`config.mk`:
```
export PLATFORM = sky130hd
export DESIGN_NAME = fetch_status_tracker
export DESIGN_NICKNAME = d
export VERILOG_FILES = /design/src/rtl/fst_pkg.sv /design/src/rtl/fst_stall_bits.sv /design/src/rtl/fst_thread_fsm.sv /design/src/rtl/fst_stage_activity.sv /design/src/rtl/fetch_status_tracker.sv
export SDC_FILE = /design/constraint.sdc
export NUM_CORES = 1
export LEC_CHECK = 0
export BUFFER_PORTS_ARGS = -buffer_cell sky130_fd_sc_hd__buf_4
export CAP_MARGIN = 10
export CORE_MARGIN = 2
export CORE_UTILIZATION = 50
export DETAILED_ROUTE_END_ITERATION = 12
export PLACE_DENSITY = 0.79
export SLEW_MARGIN = 20
export SYNTH_ARGS = -nofsm -noshare
export SYNTH_HDL_FRONTEND = slang
export SYNTH_SLANG_ARGS = --single-unit
```
`constraint.sdc`:
```
create_clock -name clk -period 5.95 [get_ports clk]
set_clock_uncertainty 0.1 [all_clocks]
set_input_delay 0.2975 -clock clk [delete_from_list [all_inputs] [get_ports clk]]
set_output_delay 0.2975 -clock clk [all_outputs]
set_load 0.02 [all_outputs]
```
`src/rtl/fst_pkg.sv`:
```
// Shared types for the fetch status tracker.
// Assumes: status values fit four bits; stage index order decode, rename, execute, commit.
package fst_pkg;
    localparam int STW     = 4;
    localparam int NSTAGES = 4;

    typedef enum logic [STW-1:0] {
        ST_IDLE       = 4'd0,
        ST_RUNNING    = 4'd1,
        ST_SQUASHING  = 4'd2,
        ST_BLOCKED    = 4'd3,
        ST_ACC_DONE   = 4'd4,
        ST_WAIT_RETRY = 4'd5,
        ST_WAIT_RESP  = 4'd6,
        ST_TRAP_PEND  = 4'd7,
        ST_QUIESCE    = 4'd8
    } fst_status_e;
endpackage

```
`src/rtl/fst_stall_bits.sv`:
```
// Sticky per-stage stall bits for one thread.
// Assumes: a clear pulse arrives only while its bit is set and never with a set pulse.
module fst_stall_bits
    import fst_pkg::*;
#(
    parameter int N = NSTAGES
) (
    input  logic         clk,
    input  logic         rst_n,
    input  logic [N-1:0] set_i,
    input  logic [N-1:0] clr_i,
    output logic         any_nx_o
);
    logic [N-1:0] bits_q;
    logic [N-1:0] bits_nx;

    // Next value: set pulses raise bits, release pulses drop them.
    always_comb begin
        bits_nx  = (bits_q | set_i) & ~clr_i;
        any_nx_o = |bits_nx;
    end

    // Hold the stall bits.
    always_ff @(posedge clk) begin
        if (!rst_n) bits_q <= '0;
        else        bits_q <= bits_nx;
    end

    // release only while set, never with a set pulse
    p_clr_legal_r2: assert property (@(posedge clk) disable iff (!rst_n)
        ((clr_i & ~bits_q) == '0) && ((clr_i & set_i) == '0));
    // a set pulse leaves the bit set
    p_set_sticks_r2: assert property (@(posedge clk) disable iff (!rst_n)
        (set_i != '0) |=> ((bits_q & $past(set_i)) == $past(set_i)));
endmodule

```
`src/rtl/fst_thread_fsm.sv`:
```
// Status machine for one thread: priority chain of control inputs, then cache events.
// Assumes: the stall input already includes this cycle's stall-bit updates and the context hold.
module fst_thread_fsm
    import fst_pkg::*;
(
    input  logic        clk,
    input  logic        rst_n,
    input  logic        cmt_squash_i,
    input  logic        cmt_busy_i,
    input  logic        dec_squash_i,
    input  logic        stall_i,
    input  logic        miss_issue_i,
    input  logic        miss_stall_i,
    input  logic        retry_ok_i,
    input  logic        fill_done_i,
    input  logic        fetch_sel_i,
    output fst_status_e status_o,
    output fst_status_e status_nx_o,
    output logic        chg_o
);
    fst_status_e st_q;
    fst_status_e st_mid;
    fst_status_e st_nx;
    logic        rule_hit;
    logic        ev_hit;
    logic        chg_q;

    // Priority chain over the control inputs.
    always_comb begin
        st_mid   = st_q;
        rule_hit = 1'b0;
        if (cmt_squash_i) begin
            st_mid = ST_SQUASHING; rule_hit = 1'b1;
        end else if (cmt_busy_i) begin
            st_mid = ST_SQUASHING; rule_hit = 1'b1;
        end else if (dec_squash_i && st_q != ST_SQUASHING) begin
            st_mid = ST_SQUASHING; rule_hit = 1'b1;
        end else if (stall_i && st_q != ST_WAIT_RESP && st_q != ST_WAIT_RETRY) begin
            st_mid = ST_BLOCKED; rule_hit = 1'b1;
        end else if (st_q == ST_BLOCKED || st_q == ST_SQUASHING) begin
            st_mid = ST_RUNNING; rule_hit = 1'b1;
        end
    end

    // Cache and fetch-select events applied to the chain result.
    always_comb begin
        st_nx  = st_mid;
        ev_hit = 1'b0;
        case (st_mid)
            ST_RUNNING: begin
                if (miss_issue_i) begin
                    st_nx = ST_WAIT_RESP; ev_hit = 1'b1;
                end else if (miss_stall_i) begin
                    st_nx = ST_WAIT_RETRY; ev_hit = 1'b1;
                end
            end
            ST_WAIT_RETRY: if (retry_ok_i) begin
                st_nx = ST_WAIT_RESP; ev_hit = 1'b1;
            end
            ST_WAIT_RESP: if (fill_done_i) begin
                st_nx  = stall_i ? ST_BLOCKED : ST_ACC_DONE;
                ev_hit = 1'b1;
            end
            ST_ACC_DONE: if (fetch_sel_i) begin
                st_nx = ST_RUNNING; ev_hit = 1'b1;
            end
            default: st_nx = st_mid;
        endcase
    end

    // Status and change-flag registers.
    always_ff @(posedge clk) begin
        if (!rst_n) begin
            st_q  <= ST_RUNNING;
            chg_q <= 1'b0;
        end else begin
            st_q  <= st_nx;
            chg_q <= rule_hit | ev_hit;
        end
    end

    assign status_o    = st_q;
    assign status_nx_o = st_nx;
    assign chg_o       = chg_q;

    // commit squash always lands in squashing with a change
    p_cmt_squash_r3: assert property (@(posedge clk) disable iff (!rst_n)
        cmt_squash_i |=> (st_q == ST_SQUASHING) && chg_q);
    // a response wait survives stalls when nothing else acts on it
    p_wait_exempt_r6: assert property (@(posedge clk) disable iff (!rst_n)
        (st_q == ST_WAIT_RESP && !cmt_squash_i && !cmt_busy_i && !dec_squash_i
         && !fill_done_i) |=> (st_q == ST_WAIT_RESP) && !chg_q);
    // selected access-complete thread resumes running
    p_acc_sel_r9: assert property (@(posedge clk) disable iff (!rst_n)
        (st_q == ST_ACC_DONE && fetch_sel_i && !cmt_squash_i && !cmt_busy_i
         && !dec_squash_i && !stall_i) |=> (st_q == ST_RUNNING));
    // still-squashing keeps squashing
    p_cmt_busy_r4: assert property (@(posedge clk) disable iff (!rst_n)
        cmt_busy_i |=> (st_q == ST_SQUASHING));
endmodule

```
`src/rtl/fst_stage_activity.sv`:
```
// Stage busy flag with one-cycle rise and fall pulses.
// Assumes: status_nx_i holds each thread's next status, four bits per thread.
module fst_stage_activity
    import fst_pkg::*;
#(
    parameter int NT = 4
) (
    input  logic            clk,
    input  logic            rst_n,
    input  logic [NT*STW-1:0] status_nx_i,
    input  logic [NT-1:0]   thread_active_i,
    output logic            busy_o,
    output logic            on_o,
    output logic            off_o
);
    logic [NT-1:0] thr_busy;
    logic          busy_nx;
    logic          busy_q, on_q, off_q;

    // Per-thread busy decode.
    for (genvar t = 0; t < NT; t++) begin : g_thr
        logic [STW-1:0] s;
        assign s = status_nx_i[t*STW +: STW];
        assign thr_busy[t] = thread_active_i[t] &&
            (s == ST_RUNNING || s == ST_SQUASHING || s == ST_ACC_DONE);
    end

    assign busy_nx = |thr_busy;

    // Busy register and transition pulses.
    always_ff @(posedge clk) begin
        if (!rst_n) begin
            busy_q <= 1'b0;
            on_q   <= 1'b0;
            off_q  <= 1'b0;
        end else begin
            busy_q <= busy_nx;
            on_q   <= busy_nx & ~busy_q;
            off_q  <= ~busy_nx & busy_q;
        end
    end

    assign busy_o = busy_q;
    assign on_o   = on_q;
    assign off_o  = off_q;

    // pulses never together
    p_pulse_excl_r10: assert property (@(posedge clk) disable iff (!rst_n)
        !(on_q && off_q));
    // an on pulse implies the flag is now set
    p_on_busy_r10: assert property (@(posedge clk) disable iff (!rst_n)
        on_q |-> busy_q);
    // an off pulse implies the flag is now clear
    p_off_idle_r10: assert property (@(posedge clk) disable iff (!rst_n)
        off_q |-> !busy_q);
endmodule

```
`src/rtl/fetch_status_tracker.sv`:
```
// Top: per-thread stall bits and status machines plus stage activity.
// Assumes: all inputs are single-cycle pulses except thread_active_i, ctx_switch_i, cmt_busy_i.
module fetch_status_tracker
    import fst_pkg::*;
#(
    parameter int NUM_THREADS = 4
) (
    input  logic                       clk,
    input  logic                       rst_n,
    input  logic [NUM_THREADS-1:0]     thread_active_i,
    input  logic [NUM_THREADS*4-1:0]   stall_set_i,
    input  logic [NUM_THREADS*4-1:0]   stall_clr_i,
    input  logic                       ctx_switch_i,
    input  logic [NUM_THREADS-1:0]     cmt_squash_i,
    input  logic [NUM_THREADS-1:0]     cmt_busy_i,
    input  logic [NUM_THREADS-1:0]     dec_squash_i,
    input  logic [NUM_THREADS-1:0]     miss_issue_i,
    input  logic [NUM_THREADS-1:0]     miss_stall_i,
    input  logic [NUM_THREADS-1:0]     retry_ok_i,
    input  logic [NUM_THREADS-1:0]     fill_done_i,
    input  logic [NUM_THREADS-1:0]     fetch_sel_i,
    output logic [NUM_THREADS*4-1:0]   status_o,
    output logic [NUM_THREADS-1:0]     status_chg_o,
    output logic                       stage_busy_o,
    output logic                       stage_on_o,
    output logic                       stage_off_o
);
    localparam int SW = STW;

    logic [NUM_THREADS*SW-1:0] st_nx_flat;

    for (genvar t = 0; t < NUM_THREADS; t++) begin : g_thread
        logic        stall_any;
        fst_status_e st_cur, st_nx;

        fst_stall_bits #(.N(NSTAGES)) u_stall (
            .clk      (clk),
            .rst_n    (rst_n),
            .set_i    (stall_set_i[t*NSTAGES +: NSTAGES]),
            .clr_i    (stall_clr_i[t*NSTAGES +: NSTAGES]),
            .any_nx_o (stall_any)
        );

        fst_thread_fsm u_fsm (
            .clk          (clk),
            .rst_n        (rst_n),
            .cmt_squash_i (cmt_squash_i[t]),
            .cmt_busy_i   (cmt_busy_i[t]),
            .dec_squash_i (dec_squash_i[t]),
            .stall_i      (stall_any | ctx_switch_i),
            .miss_issue_i (miss_issue_i[t]),
            .miss_stall_i (miss_stall_i[t]),
            .retry_ok_i   (retry_ok_i[t]),
            .fill_done_i  (fill_done_i[t]),
            .fetch_sel_i  (fetch_sel_i[t]),
            .status_o     (st_cur),
            .status_nx_o  (st_nx),
            .chg_o        (status_chg_o[t])
        );

        assign status_o[t*SW +: SW]   = st_cur;
        assign st_nx_flat[t*SW +: SW] = st_nx;
    end

    fst_stage_activity #(.NT(NUM_THREADS)) u_act (
        .clk             (clk),
        .rst_n           (rst_n),
        .status_nx_i     (st_nx_flat),
        .thread_active_i (thread_active_i),
        .busy_o          (stage_busy_o),
        .on_o            (stage_on_o),
        .off_o           (stage_off_o)
    );
endmodule

```
==> impl.org, run 1 <==
** CTS
- Setup fix buffers added after clock tree synthesis :: 0
- After clock tree synthesis, the repair step resized 0 gates.
- At the later pin of the worst-skew pair, clock insertion delay measures around 300 ps.
- H-Tree Level Count :: 2
- After clock tree synthesis, the clock-pin slew on the worst setup and hold paths is roughly 90 ps.
- No sink is reached through more buffers than the 2 on the longest clock path.
- Clock tree synthesis inserted a total of 5 buffers.
- Counting every sink on the clock net gives 39.
- TritonCTS clock tree :: yes
- Hold-fix buffer count after cts :: 0
- Clock root buffer :: clkbuf_8

** Run
- Maximum capacitance violations :: 0

** GRT
- Global router's overall resource usage :: 0.249
- Initial antenna violation count :: 0
- Number of global-route vias before repair :: approximately 2,700
- The first global-routing pass estimated between 10 and 15 mm of wire.
- Summed over all layers, the global routing overflow is 0.
- Entering global routing, the biggest net connects 29 pins.

** Floorplan
- The die covers between 0.006 and 0.007 sq mm.
- I/O pins :: between 90 and 100
- Row generation in the floorplan step produced 27 rows.
- For this configuration, the core starts out at a cell density of 0.510.
- Die Wd :: about 80 microns
- The core region is between 0.005 and 0.006 sq mm.
- The die is approximately 80 microns tall.

** Timing
- Of the available clock period, the critical path in the final layout requires 0.516.
- Slew Limit Headroom :: 0.456
- Timing would allow up to approximately 0.33 GHz.
- Final TNS setup :: 0 ps
- Slew at the pin closest to its max-slew limit :: about 800 ps
- Number of max-slew violations in the final report :: 0
- The total count of hold-check failures in the final report was 0.
- Subtracting the final worst setup slack from the clock period gives 3070 ps.
- Setup violations remaining at the end of the flow were counted as 0.
- Setup repair after global routing missed its margin :: no

** Placed design
- Detailed placer's ending HPWL :: 5.93 mm
- Final weighted congestion of routability-driven global placement :: around 1
- Port Buf Inserts :: 93

** Critical path
- Worst path arrival time :: between 3000 and 4000 ps
- Cell at the slowest stage of the critical path :: dfxtp_1
- Largest stage delay on the critical path :: about 610 ps
- Top cell by count, worst path :: a211oi_1
- At the worst endpoint, the required time is 6080 ps.
- STA classifies the critical path endpoint as a flop.
- Category of the most critical setup path :: flop to flop
- In this run the worst path has a maximum fanout of 14.
- Critical path startpoint category :: flop
- Sequence of cells on the critical path :: or4b_1 > a211oi_1 > nand2_1 > a211oi_1 > a31oi_2 > xor2_1 > o32ai_1 > nor4_2 > and3_1

** Final layout
- Area growth from synthesis to layout :: 27.7%
- In the layout the commonest cells are buf_4 (93), nor2_1 (51), dfxtp_1 (39).
- Antenna cell count :: 0
- Final-stage net count :: approximately 510
- Of the cells placed in the final design, the portion with a size suffix greater than 1 is 0.270.
- Most frequent standard cell in the layout excluding fill and tap cells :: buf_4

** Synth
- FF+latch count, synth :: 39
- The netlist uses 66 different library cells.
- Of the synthesized area, sequential elements account for 0.283.
- Area share of xor/xnor cells in the synthesized design :: 0.0191
- Of the total synthesized cell area, the portion taken by full adders, half adders and majority gates is 0.
- Counting flops with an async set or reset pin after synthesis yields a share of 0.
- After synthesis, the mean cell area works out to around 7.5 sq um.
- Total number of yosys warnings :: 0
- Most frequently used flop master after synthesis :: dfxtp_1
- After synthesis, the share of cell area in mux cells is 0.0186.
- By area, the combinational part of the netlist is dominated by compound AO/OA/AOI/OAI gates.
- Compound-Gate Fraction of Synth Area :: 0.310
- Of the total synthesized cell area, the portion taken by AND, OR, NAND and NOR gates is 0.296.
- When the netlist entered floorplanning its net count stood at approximately 440.
- Post-synth design cell area :: 0.00276 sq mm
- Post-Synthesis Cells :: roughly 370
- Post-synth EDFFs :: 0

** Drt
- In the final routing, the length of wire on met1 measures approximately 3.2 mm.
- Amount of wire on met2 after detailed routing :: between 3 and 4 mm
- The count of nets left with antenna violations once routing finished came out at 0.
- In the routed design, unresolved DRC markers number 0.
- Routed wire per std cell :: 15.1 microns
- Total vias in the final route :: between 3,000 and 4,000
- Ratio of routed vias to standard cells :: a little under 6
- Iter 0 DRT Violations :: 265
- The detailed router used layers up to and including met4.
- Aggregate routed wire length :: just under 8 mm
- Number of iterations in the first detailed-routing pass :: 6
- After detailed routing, the met3 layer carries slightly above 700 microns of wire.

** Power
- The analysis attributes to cell leakage a power of roughly 1.5 nW.
- VDD IR-drop max :: 0.162 mV
- After layout, the design draws a total of around 0.65 mW.
- Dividing total power by cell area gives a power density of approximately 190 mW/mm^2.

** Outcome
- Outcome :: finished, final reports clean

** Hold path
- Hold WC Path Type :: input pin to flop
state kept, by name, summed over array words and instances, names as in the netlist:
signal / count
u_act.on_o: 1
u_act.off_o: 1
g_thread.u_fsm.chg_o: 4
g_thread.u_fsm.status_o: 16
u_act.busy_o: 1
g_thread.u_stall.bits_q: 16
metal layers:
layer	global-route usage	vias to the layer above
li1	-	1499
met1	0.316	1378
met2	0.416	172
met3	0.0540	26
met4	0.0860	0
met5	0	-
critical path, delay by kind of cell (launching register included):
family / cells / cell delay, ps
compound gates: 4 / 1050
xor+xnor: 1 / 210
flops: 1 / 610
simple gates: 4 / 1040
synth_stat cells, types with 10 or more instances:
| cell | n | area (sq um) |
|---|---|---|
| a21oi_1 | 18 | 90.1 |
| a31oi_1 | 10 | 62.6 |
| clkbuf_1 | 14 | 52.6 |
| inv_1 | 16 | 60.1 |
| nand2_1 | 23 | 86.3 |
| nor2_1 | 51 | 191 |
| nor3_1 | 18 | 90.1 |
| nand3_1 | 10 | 50.1 |
| o21bai_1 | 13 | 97.6 |
| dfxtp_1 | 39 | 781 |
| o21ai_0 | 16 | 80.1 |
cell families (layout without fill, tap and decap cells):
| family | Yosys count | after routing |
|---|---|---|
| and+or+nand+nor | 156 | 156 |
| buffers and inverters | 42 | 118 |
| xor gates and xnor gates | 6 | 6 |
| AOI/OAI and AO/OA | 120 | 120 |
| DFF | 39 | 39 |
| muxes | 5 | 5 |
report_power, final:
part           switching [mW]  total [mW]  internal, mW
registers              0.0153       0.288         0.273
logic                  0.0711       0.143        0.0717
clock network          0.0988       0.224         0.125
through the flow:
step                worst slack [ps]  instances  utilization  hold slack (ps)  cell area [sq um]
CTS                             2900        516        0.651              132               3520
global route                    2630        516        0.651              134               3520
global placement                2950        508        0.630              333               3410
finish                          2880        516        0.651              135               3520
floorplan                       3110        368            -              350               2760
detailed placement              2900        508        0.630              349               3410
final cells by class:
type	instances	area, sq um
Tap cell	72	90.1
Multi-Input combinational cell	287	1770
Inverter	17	63.8
Timing Repair Buffer	93	698
Clock inverter	3	43.8
Sequential cell	39	781
Fill cell	498	1890
Clock buffer	5	68.8
final timing paths:
kind	cells after the start	slack, ps	from	endpoint
max	9	2880	g_thread[2].u_fsm.status_o[1]	u_act.off_o
min	2	140	rst_n	g_thread[2].u_fsm.status_o[0]
max reg2reg	9	2880	g_thread[2].u_fsm.status_o[1]	u_act.off_o
min reg2reg	1	370	u_act.busy_o	u_act.on_o
No activity file was read; power rests on OpenSTA's default activity.
==> run 2: changes to the inputs <==
==> constraint.sdc (replaced) <==
create_clock -name clk -period 3 [get_ports clk]
set_clock_uncertainty 0.1 [all_clocks]
set_input_delay 0.15 -clock clk [delete_from_list [all_inputs] [get_ports clk]]
set_output_delay 0.15 -clock clk [all_outputs]
set_load 0.02 [all_outputs]
==> impl.org, run 2 (synthesized netlist as in run 1, its figures left out) <==
** GRT
- The initial antenna violation count came to 0 (unchanged).
- The via count of the first global-routing pass is 2,872 (was 2,742).
- The overall global routing resource usage is 0.257 (was 0.249).
- Maximum number of pins on one net before global-route repair :: 27 (was 29)
- Global-route wire length before repair :: 12.8 mm (was 12.6 mm)
- The remaining global-route overflow is 0 (unchanged).

** Critical path
- The depth of the most critical reg-to-reg path was 8 (was 9).
- Beginning of the worst register-to-register path :: g_thread[0].u_fsm.status_o[2] (was g_thread[2].u_fsm.status_o[1])
- Type of destination of the critical path :: flop (unchanged)
- The worst reg-to-reg setup slack was 190 ps (was 2880 ps).
- Capture point of the worst reg-to-reg path :: u_act.off_o (unchanged)
- Critical path startpoint category :: flop (unchanged)
- Worst path arrival time :: 2900 ps (was 3200 ps)
- Worst-path maximum fanout :: 10 (was 14)
- Logic depth of the worst path, buffers included :: 8 (was 9)
- Sequence of cells on the critical path :: or4b_1 > a21o_1 > a2111oi_1 > nor3_1 > or4_1 > a31oi_1 > nor4_2 > and3_1 (was or4b_1 > a211oi_1 > nand2_1 > a211oi_1 > a31oi_2 > xor2_1 > o32ai_1 > nor4_2 > and3_1)
- Largest stage delay on the critical path :: 600 ps (was 610 ps)
- The count of buffering cells on the critical path with inverters included is 0 (unchanged).
- The worst path required time was 3090 ps (was 6080 ps).
- The highest-delay cell along the critical path was or4b_1 (was dfxtp_1).
- Largest delay contributor family on the critical path :: simple AND/OR/NAND/NOR gates (was compound AO/OA/AOI/OAI gates)
- Category of the most critical setup path :: flop to flop (unchanged)

** CTS
- Clock-pin slew reported for the worst setup and hold paths after clock tree synthesis :: 80 ps (was 90 ps)
- The number of buffers inserted during clock tree synthesis came to 5 (unchanged).
- TritonCTS clock tree :: yes (unchanged)
- The H-tree depth reported by CTS was 2 (unchanged).
- Setup fix buffers added after clock tree synthesis :: 0 (unchanged)
- Clock tree buffer depth :: 2 (unchanged)
- The clock sink total is 39 (unchanged).
- The root buffer selected by CTS is clkbuf_8 (unchanged).
- Clock network latency to the later pin of the worst-skew pair :: 290 ps (was 300 ps)

** Hold path
- Hold WC Path Type :: input pin to flop (unchanged)
- HP Start :: stall_set_i[9] (was rst_n)
- Capture endpoint of the worst hold path :: g_thread[2].u_stall.bits_q[1] (was g_thread[2].u_fsm.status_o[0])
- The hold-critical path depth came to 3 (was 2).

** Drt
- The number of nets still failing antenna checks after routing is 0 (unchanged).
- The total DRC errors in the routed layout is 0 (unchanged).
- Ratio of routed vias to standard cells :: 5.78 (was 5.96)
- The count of TritonRoute iterations in the first routing pass was 5 (was 6).
- Routed wire per std cell :: 14.7 microns (was 15.1 microns)
- The initial DRC count was 244 (was 265).
- The overall routed net length is 7.92 mm (was 7.79 mm).
- The total via count in the routed design came to 3,121 (was 3,075).

** Floorplan
- Starting utilization of the core area :: 0.510 (unchanged)
- Core box area :: 0.00541 sq mm (unchanged)
- Chip Height :: 78.2 microns (unchanged)
- The I/O pin total came to 94 (unchanged).
- Core Rows :: 27 (unchanged)
- The die width was 78.2 microns (unchanged).
- Die area :: 0.00612 sq mm (unchanged)

** Run
- The reported max-cap violation count was 0 (unchanged).

** Final layout
- The fraction of layout cells with a size suffix above 1 was 0.310 (was 0.270).
- Final Util :: 0.687 (was 0.651)
- The count of inserted antenna diode cells is 0 (unchanged).
- The count of nets after finishing is 538 (was 514).
- Most frequent standard cell in the layout excluding fill and tap cells :: buf_4 (unchanged)
- The layout-stage area growth over the synthesis result is 34.8% (was 27.7%).
- Most frequent cells in the layout: buf_4 (116), nor2_1 (51), dfxtp_1 (39) (was buf_4 (93), nor2_1 (51), dfxtp_1 (39)).

** Timing
- Setup repair after global routing missed its margin :: no (unchanged)
- The headroom to the max-slew limit was 0.679 (was 0.456).
- Slew at the pin closest to its max-slew limit :: 479 ps (was 811 ps)
- Fin crit share :: 0.938 (was 0.516)
- The total count of hold-check failures in the final report came to 0 (unchanged).
- Max Fclk :: 0.356 GHz (was 0.326 GHz)
- The shortest period the worst path allows is 2810 ps (was 3070 ps).
- The number of slew-limit violations in the final report came to 0 (unchanged).
- The count of endpoints failing setup in the final report is 0 (unchanged).
- Final TNS setup :: 0 ps (unchanged)

** Placed design
- Final weighted congestion of routability-driven global placement :: 0.918 (was 0.983)
- The number of buffers inserted by port buffering was 93 (unchanged).
- The detailed-placement wirelength estimate was 6.23 mm (was 5.93 mm).

** Power
- VDD IR-drop max :: 0.225 mV (was 0.162 mV)
- Power density over cell area :: 355 mW/mm^2 (was 186 mW/mm^2)
- Static Leak :: 1.60 nW (was 1.48 nW)

** Outcome
- Outcome :: finished, final reports clean (unchanged)
run 2: what timing repair did:
action | in CTS | in global routing
setup endpoints to repair | 0 | 1
resized for setup | 0 | 3
hold buffers | 1 | 0
hold endpoints to repair | 3 | 0
run 2: per-layer routing:
metal  vias to the layer above  wire length, microns  GRT usage
met5                         -                     0          0
met4                         0                   136     0.0719
met3                        16                   568     0.0529
met2                       141                  3780      0.447
met1                      1406                  3440      0.322
li1                       1558                     -          -
run 2: how the worst max path moves through the flow:
stage / from / end / slack (ps)
detailed placement: g_thread[0].u_fsm.status_o[2] / u_act.off_o / 210
global placement: g_thread[0].u_fsm.status_o[2] / u_act.off_o / 240
CTS: g_thread[0].u_fsm.status_o[2] / u_act.off_o / 190
finish: g_thread[0].u_fsm.status_o[2] / u_act.off_o / 190
floorplan: g_thread[0].u_fsm.status_o[1] / u_act.off_o / 160
global route: g_thread[0].u_fsm.status_o[2] / u_act.off_o / 30
run 2: report_power, final:
group          leakage [nW]  switching (mW)  internal (mW)
Sequential            0.322          0.0100          0.541
Clock                0.0581           0.191          0.248
Combinational          1.22           0.165          0.162
Total                  1.60           0.367          0.951
run 2: area by class of cell:
class,instances,area (sq um)
sequential,39,781
clock inverter,3,43.8
clock buffer,5,68.8
tap,72,90.1
inverter,17,63.8
fill,468,1690
multi-input combinational,287,1790
timing repair buffer,117,881
run 2: through the flow:
step                      total power, mW  setup slack, ps  area, sq um  instances  hold WS [ps]
final                                1.32              187         3710        540          20.7
after global routing                 1.38             26.4         3710        540          34.6
after CTS                            1.33              186         3700        540          14.0
after detailed placement            0.885              206         3580        531           301
after global placement              0.883              240         3580        531           294
after floorplan                     0.740              165         2760        368           203
run 2: worst reg2reg max path, delay by kind of cell (launching register included):
family | cells | cell delay (ps)
AO/OA/AOI/OAI | 3 | 720
AND/OR/NAND/NOR | 5 | 1490
flip-flops | 1 | 400
